File: config.mk
export PLATFORM = sky130hd
export DESIGN_NAME = calseq_top
export DESIGN_NICKNAME = d
export VERILOG_FILES = /design/src/rtl/calseq_pkg.sv /design/src/rtl/calseq_sync.sv /design/src/rtl/calseq_timer.sv /design/src/rtl/calseq_hold.sv /design/src/rtl/calseq_top.sv
export SDC_FILE = /design/constraint.sdc
export NUM_CORES = 1
export LEC_CHECK = 0
export BUFFER_PORTS_ARGS = -buffer_cell sky130_fd_sc_hd__buf_2
export CAP_MARGIN = 25
export CORE_MARGIN = 5
export CORE_UTILIZATION = 31
export CTS_CLUSTER_SIZE = 20
export DETAILED_ROUTE_END_ITERATION = 10
export GPL_ROUTABILITY_DRIVEN = 0
export PLACE_DENSITY_LB_ADDON = 0.12
export SYNTH_ARGS = -nofsm -noshare
export SYNTH_HDL_FRONTEND = slang
export SYNTH_SLANG_ARGS = --single-unit
File: constraint.sdc
create_clock -name clk -period 1.95 [get_ports clk]
set_clock_uncertainty 0.05 [all_clocks]
set_input_delay 0.2925 -clock clk [delete_from_list [all_inputs] [get_ports clk]]
set_output_delay 0.2925 -clock clk [all_outputs]
set_load 0.005 [all_outputs]
File: src/rtl/calseq_pkg.sv
package calseq_pkg;

  typedef enum logic [1:0] {
    MODE_STARTUP = 2'b00,
    MODE_AUTO    = 2'b01,
    MODE_EXT     = 2'b10,
    MODE_RSVD    = 2'b11
  } cal_mode_e;

  // True when a cycle position lies inside the trailing comparator window
  function automatic logic in_hold_window(input int pos, input int cyc_len, input int hold_len);
    return (pos >= (cyc_len - hold_len)) && (pos < cyc_len);
  endfunction

  // True at the last position of a count that runs 0 .. len-1
  function automatic logic is_final(input int pos, input int len);
    return pos == (len - 1);
  endfunction

endpackage

File: src/rtl/calseq_sync.sv
module calseq_sync #(
  parameter int STAGES = 2
) (
  input  logic clk,
  input  logic rst,
  input  logic pin_n,
  output logic fall
);
  logic [STAGES-1:0] chain;
  logic              prev;

  always_ff @(posedge clk) begin
    if (rst) chain[0] <= 1'b1;
    else     chain[0] <= pin_n;
  end

  genvar g;
  generate
    for (g = 1; g < STAGES; g++) begin : g_stage
      always_ff @(posedge clk) begin
        if (rst) chain[g] <= 1'b1;
        else     chain[g] <= chain[g-1];
      end
    end
  endgenerate

  always_ff @(posedge clk) begin
    if (rst) prev <= 1'b1;
    else     prev <= chain[STAGES-1];
  end

  assign fall = prev & ~chain[STAGES-1];
endmodule

File: src/rtl/calseq_timer.sv
module calseq_timer
  import calseq_pkg::*;
#(
  parameter int CYC_LEN  = 7,
  parameter int HOLD_LEN = 4,
  parameter int UNITS    = 7
) (
  input  logic clk,
  input  logic rst,
  input  logic fall,
  output logic busy,
  output logic hold_win,
  output logic cyc_end,
  output logic proc_done
);
  localparam int CW = $clog2(CYC_LEN + 1);
  localparam int UW = $clog2(UNITS + 1);

  logic [CW-1:0] pos_q;
  logic [UW-1:0] unit_q;
  logic          busy_q;
  logic          done_q;
  logic          unit_last;

  assign cyc_end   = busy_q && is_final(int'(pos_q), CYC_LEN);
  assign unit_last = is_final(int'(unit_q), UNITS);
  assign hold_win  = busy_q && in_hold_window(int'(pos_q), CYC_LEN, HOLD_LEN);

  always_ff @(posedge clk) begin
    if (rst) begin
      busy_q <= 1'b0;
      pos_q  <= '0;
      unit_q <= '0;
      done_q <= 1'b0;
    end else begin
      done_q <= 1'b0;
      if (!busy_q) begin
        if (fall) begin
          busy_q <= 1'b1;
          pos_q  <= '0;
        end
      end else if (cyc_end) begin
        busy_q <= 1'b0;
        pos_q  <= '0;
        if (unit_last) begin
          unit_q <= '0;
          done_q <= 1'b1;
        end else begin
          unit_q <= unit_q + 1'b1;
        end
      end else begin
        pos_q <= pos_q + 1'b1;
      end
    end
  end

  assign busy      = busy_q;
  assign proc_done = done_q;
endmodule

File: src/rtl/calseq_hold.sv
module calseq_hold #(
  parameter int DW    = 10,
  parameter int LOW_W = 5
) (
  input  logic          clk,
  input  logic          rst,
  input  logic          hold,
  input  logic [DW-1:0] din,
  output logic [DW-1:0] dout
);
  logic [DW-LOW_W-1:0] hi_q;
  logic [LOW_W-1:0]    lo_q;

  always_ff @(posedge clk) begin
    if (rst) hi_q <= '0;
    else     hi_q <= din[DW-1:LOW_W];
  end

  always_ff @(posedge clk) begin
    if (rst)        lo_q <= '0;
    else if (!hold) lo_q <= din[LOW_W-1:0];
  end

  assign dout = {hi_q, lo_q};
endmodule

File: src/rtl/calseq_top.sv
module calseq_top
  import calseq_pkg::*;
#(
  parameter int DW          = 10,
  parameter int LOW_W       = 5,
  parameter int CYC_LEN     = 7,
  parameter int HOLD_LEN    = 4,
  parameter int UNITS       = 7,
  parameter int SYNC_STAGES = 2
) (
  input  logic          clk,
  input  logic          rst,
  input  logic          cal_int_n,
  input  logic          cal_ext_n,
  input  logic [1:0]    mode_sel,
  input  logic [DW-1:0] din,
  output logic [DW-1:0] dout,
  output logic          busy,
  output logic          proc_done
);
  logic pin_sel_n;
  logic fall_evt;
  logic hold_win;
  logic cyc_end;

  assign pin_sel_n = (mode_sel == MODE_EXT) ? cal_ext_n : cal_int_n;

  calseq_sync #(.STAGES(SYNC_STAGES)) u_sync (
    .clk   (clk),
    .rst   (rst),
    .pin_n (pin_sel_n),
    .fall  (fall_evt)
  );

  calseq_timer #(.CYC_LEN(CYC_LEN), .HOLD_LEN(HOLD_LEN), .UNITS(UNITS)) u_timer (
    .clk       (clk),
    .rst       (rst),
    .fall      (fall_evt),
    .busy      (busy),
    .hold_win  (hold_win),
    .cyc_end   (cyc_end),
    .proc_done (proc_done)
  );

  calseq_hold #(.DW(DW), .LOW_W(LOW_W)) u_hold (
    .clk  (clk),
    .rst  (rst),
    .hold (hold_win),
    .din  (din),
    .dout (dout)
  );
endmodule

==> reports/metrics.yaml <==
timing:
  finalCriticalPeriod_ns: 1.49
  tightestPinTransition_ns: 0.391
  max_slew_margin_pct: 73.9
  rsz0062_at_grt: "no"
  setup_ws_ns: 0.460
  finalMaxSlewViolations: 0
  hold_viol_final: 0
  setup_tns_ns: 0
  timing.fmax_ghz: 0.671
  fin_crit_sh_pct: 76.4
  finalSetupViolations: 0
  hold_slack_ns: 0.148
grt:
  grt_pass1_vias: 678
  grtUsageTotal_pct: 8.80
  grt_max_degree: 27
  antenna_found_initial: 0
  grt_pass1_wl_mm: 2.89
  grt_overflow: 0
final_layout:
  instances_no_fill: 142
  diodes: 0
  layout-drive-gt1-share_pct: 32.4
  nets: 131
  syn2layout_area_growth_pct: 20.5
  layout_common_cells: "27 x buf_2, 21 x dfxtp_1, 11 x nand2b_1"
  fin_util_pct: 38.0
  layout_commonest_cell: "buf_2"
logic_synthesis:
  ys_types: 27
  async_flop_share_pct: 0
  ys.flop_type: "dfxtp_1"
  syn_area_um2: 847
  avgSynthCellArea_um2: 10.1
  synth_nets: 103
  yosysSeqAreaShare_pct: 49.6
  synth_edf_count: 0
  yosysWarnings: 0
  synth_cells: 84
  ys_ff_latch: 21
detailed_routing:
  wl_mm: 1.50
  drc: 0
  drt-wirelength-per-cell_um: 10.6
  drt_iter0_markers: 12
  via_per_inst: 4.42
  vias: 628
  drtAntennaViolNets: 0
  dr.pass1.iters: 3
floorplanning:
  die_height_um: 62.3
  fp.coreArea_mm2: 0.00269
  start_util_pct: 31.5
  die-area_mm2: 0.00388
  die_x_um: 62.3
  rows: 19
  io_pins: 28
setup_path:
  slowest_delay_ns: 0.35
  cp_data_required_time_ns: 2.08
  path_max_fanout: 5
  cp_slowest_cell: "dfxtp_1"
  crit_top_cell: "ha_1"
  path_class: "flip-flop to flip-flop"
  critPathBufInv: 0
  critPathTopFamily: "compound AO/OA/AOI/OAI gates"
  critPathLaunchType: "flip-flop"
  crit_path_end_kind: "flip-flop"
  crit_chain: "ha_1, ha_1, a211o_2, o311a_1, mux2i_1"
  worst-endpoint-arrival_ns: 1.62
  reg2reg_slack_ns: 0.46
placement:
  place_inst: 138
  pre_cts_ws_ns: 0.457
  port_buffers: 27
  dpl.hpwl_mm: 1.14
cts:
  clock_latency_ns: 0.29
  htree_levels: 1
  numCtsBuffers: 3
  clock-sinks: 21
  cts_resized: 0
  cts_setup_buffers: 0
  clock_path_buffers: 2
  path_clk_slew_ns: 0.11
  ctsHoldBuffers: 0
  cts_tree: "done"
  cts_root_buffer: "clkbuf_4"
run:
  cap_violations: 0
power:
  netSwitchingPower_uw: 152
  power_density_mw_per_mm2: 700
  power.leakage_uw: 0.000429
  p_int_uw: 562
  pwr-share-clk_pct: 27.5
  irDropWorstVdd_mv: 0.607
  p_sw_share_pct: 21.3
  p_seq_share_pct: 63.7
  pwr-share-comb_pct: 8.9
worst_hold_path:
  hp-class: "input pin to flip-flop"
run_status:
  status: "complete, no violations"
==> through the flow <==
| step | total power (uW) | cell area, um2 |
|---|---|---|
| 2_1_floorplan | 498 | 847 |
| 3_5_place_dp | 530 | 995 |
| 5_1_grt | 756 | 1020 |
| 3_3_place_gp | 529 | 995 |
| 6_report | 714 | 1020 |
| 4_1_cts | 734 | 1020 |
==> synthesized netlist by cell type (all sizes together) (3+ instances only) <==
library cell / instances / area share (%)
ha: 3 / 4.4
a21oi: 5 / 3.0
inv: 3 / 1.3
nand2: 3 / 1.3
mux2i: 5 / 5.9
nor2: 4 / 1.8
dfxtp: 21 / 50
nor2b: 8 / 5.9
nand2b: 11 / 8.1
==> state kept, by name (all words and copies together) (netlist names) <==
signal,count
u_hold.hi_q,5
u_hold.lo_q,5
u_timer.pos_q,3
u_timer.unit_q,3
u_sync.chain,2
u_sync.prev,1
u_timer.busy,1
u_timer.proc_done,1
==> path summary, 6_finish.rpt <==
path                                      start                     endpoint  cells past startpoint
setup / recovery  u_timer.pos_q[0]$_SDFFE_PP0P_  u_hold.lo_q[1]$_SDFFE_PP0N_                      5
hold reg to reg      u_sync.chain[0]$_SDFF_PP1_   u_sync.chain[1]$_SDFF_PP1_                      1
hold / removal                        cal_ext_n   u_sync.chain[0]$_SDFF_PP1_                      2
setup reg to reg  u_timer.pos_q[0]$_SDFFE_PP0P_  u_hold.lo_q[1]$_SDFFE_PP0N_                      5
==> layout make-up <==
class	count	area, um2
fill	293	1670
multi-input combinational	56	389
timing repair buffer	27	135
tap	31	38.8
clock buffer	4	26.3
sequential	21	420
inverter	3	11.3
==> per-layer routing <==
metal / GRT usage [%] / up-vias / part of all wire (%)
li1: - / 339 / -
met3: 4.32 / 2 / 6.7
met4: 1.59 / 0 / 0.86
met2: 15.2 / 15 / 46
met1: 9.82 / 272 / 46
met5: 0 / - / 0
==> logic make-up (layout without fill, tap and decap cells) <==
logic type                 Yosys count  count (layout)  share of synthesized area (%)
muxes                                5               5                           5.91
buffers and inverters                7              34                           4.43
AOI/OAI and AO/OA                   13              13                           11.1
DFF                                 21              21                           49.6
adders and majority gates            3               3                           4.43
and+or+nand+nor                     35              35                           24.5
==> power by group through the flow <==
| stage | Clock, uW | Combinational (uW) | Sequential (uW) |
|---|---|---|---|
| floorplan | 0 | 34.7 | 464 |
| finish | 196 | 63.3 | 455 |
| global placement | 0 | 64.0 | 465 |
| CTS | 214 | 64.8 | 455 |
| global route | 226 | 72.3 | 458 |
| detailed placement | 0 | 64.5 | 465 |
==> worst register-to-register path, stage by stage, from the launching register on <==
cell	delay [ns]
dfxtp_1	0.35
ha_1	0.20
ha_1	0.17
a211o_2	0.26
o311a_1	0.20
mux2i_1	0.16
Power figures use the tool's default switching activity.
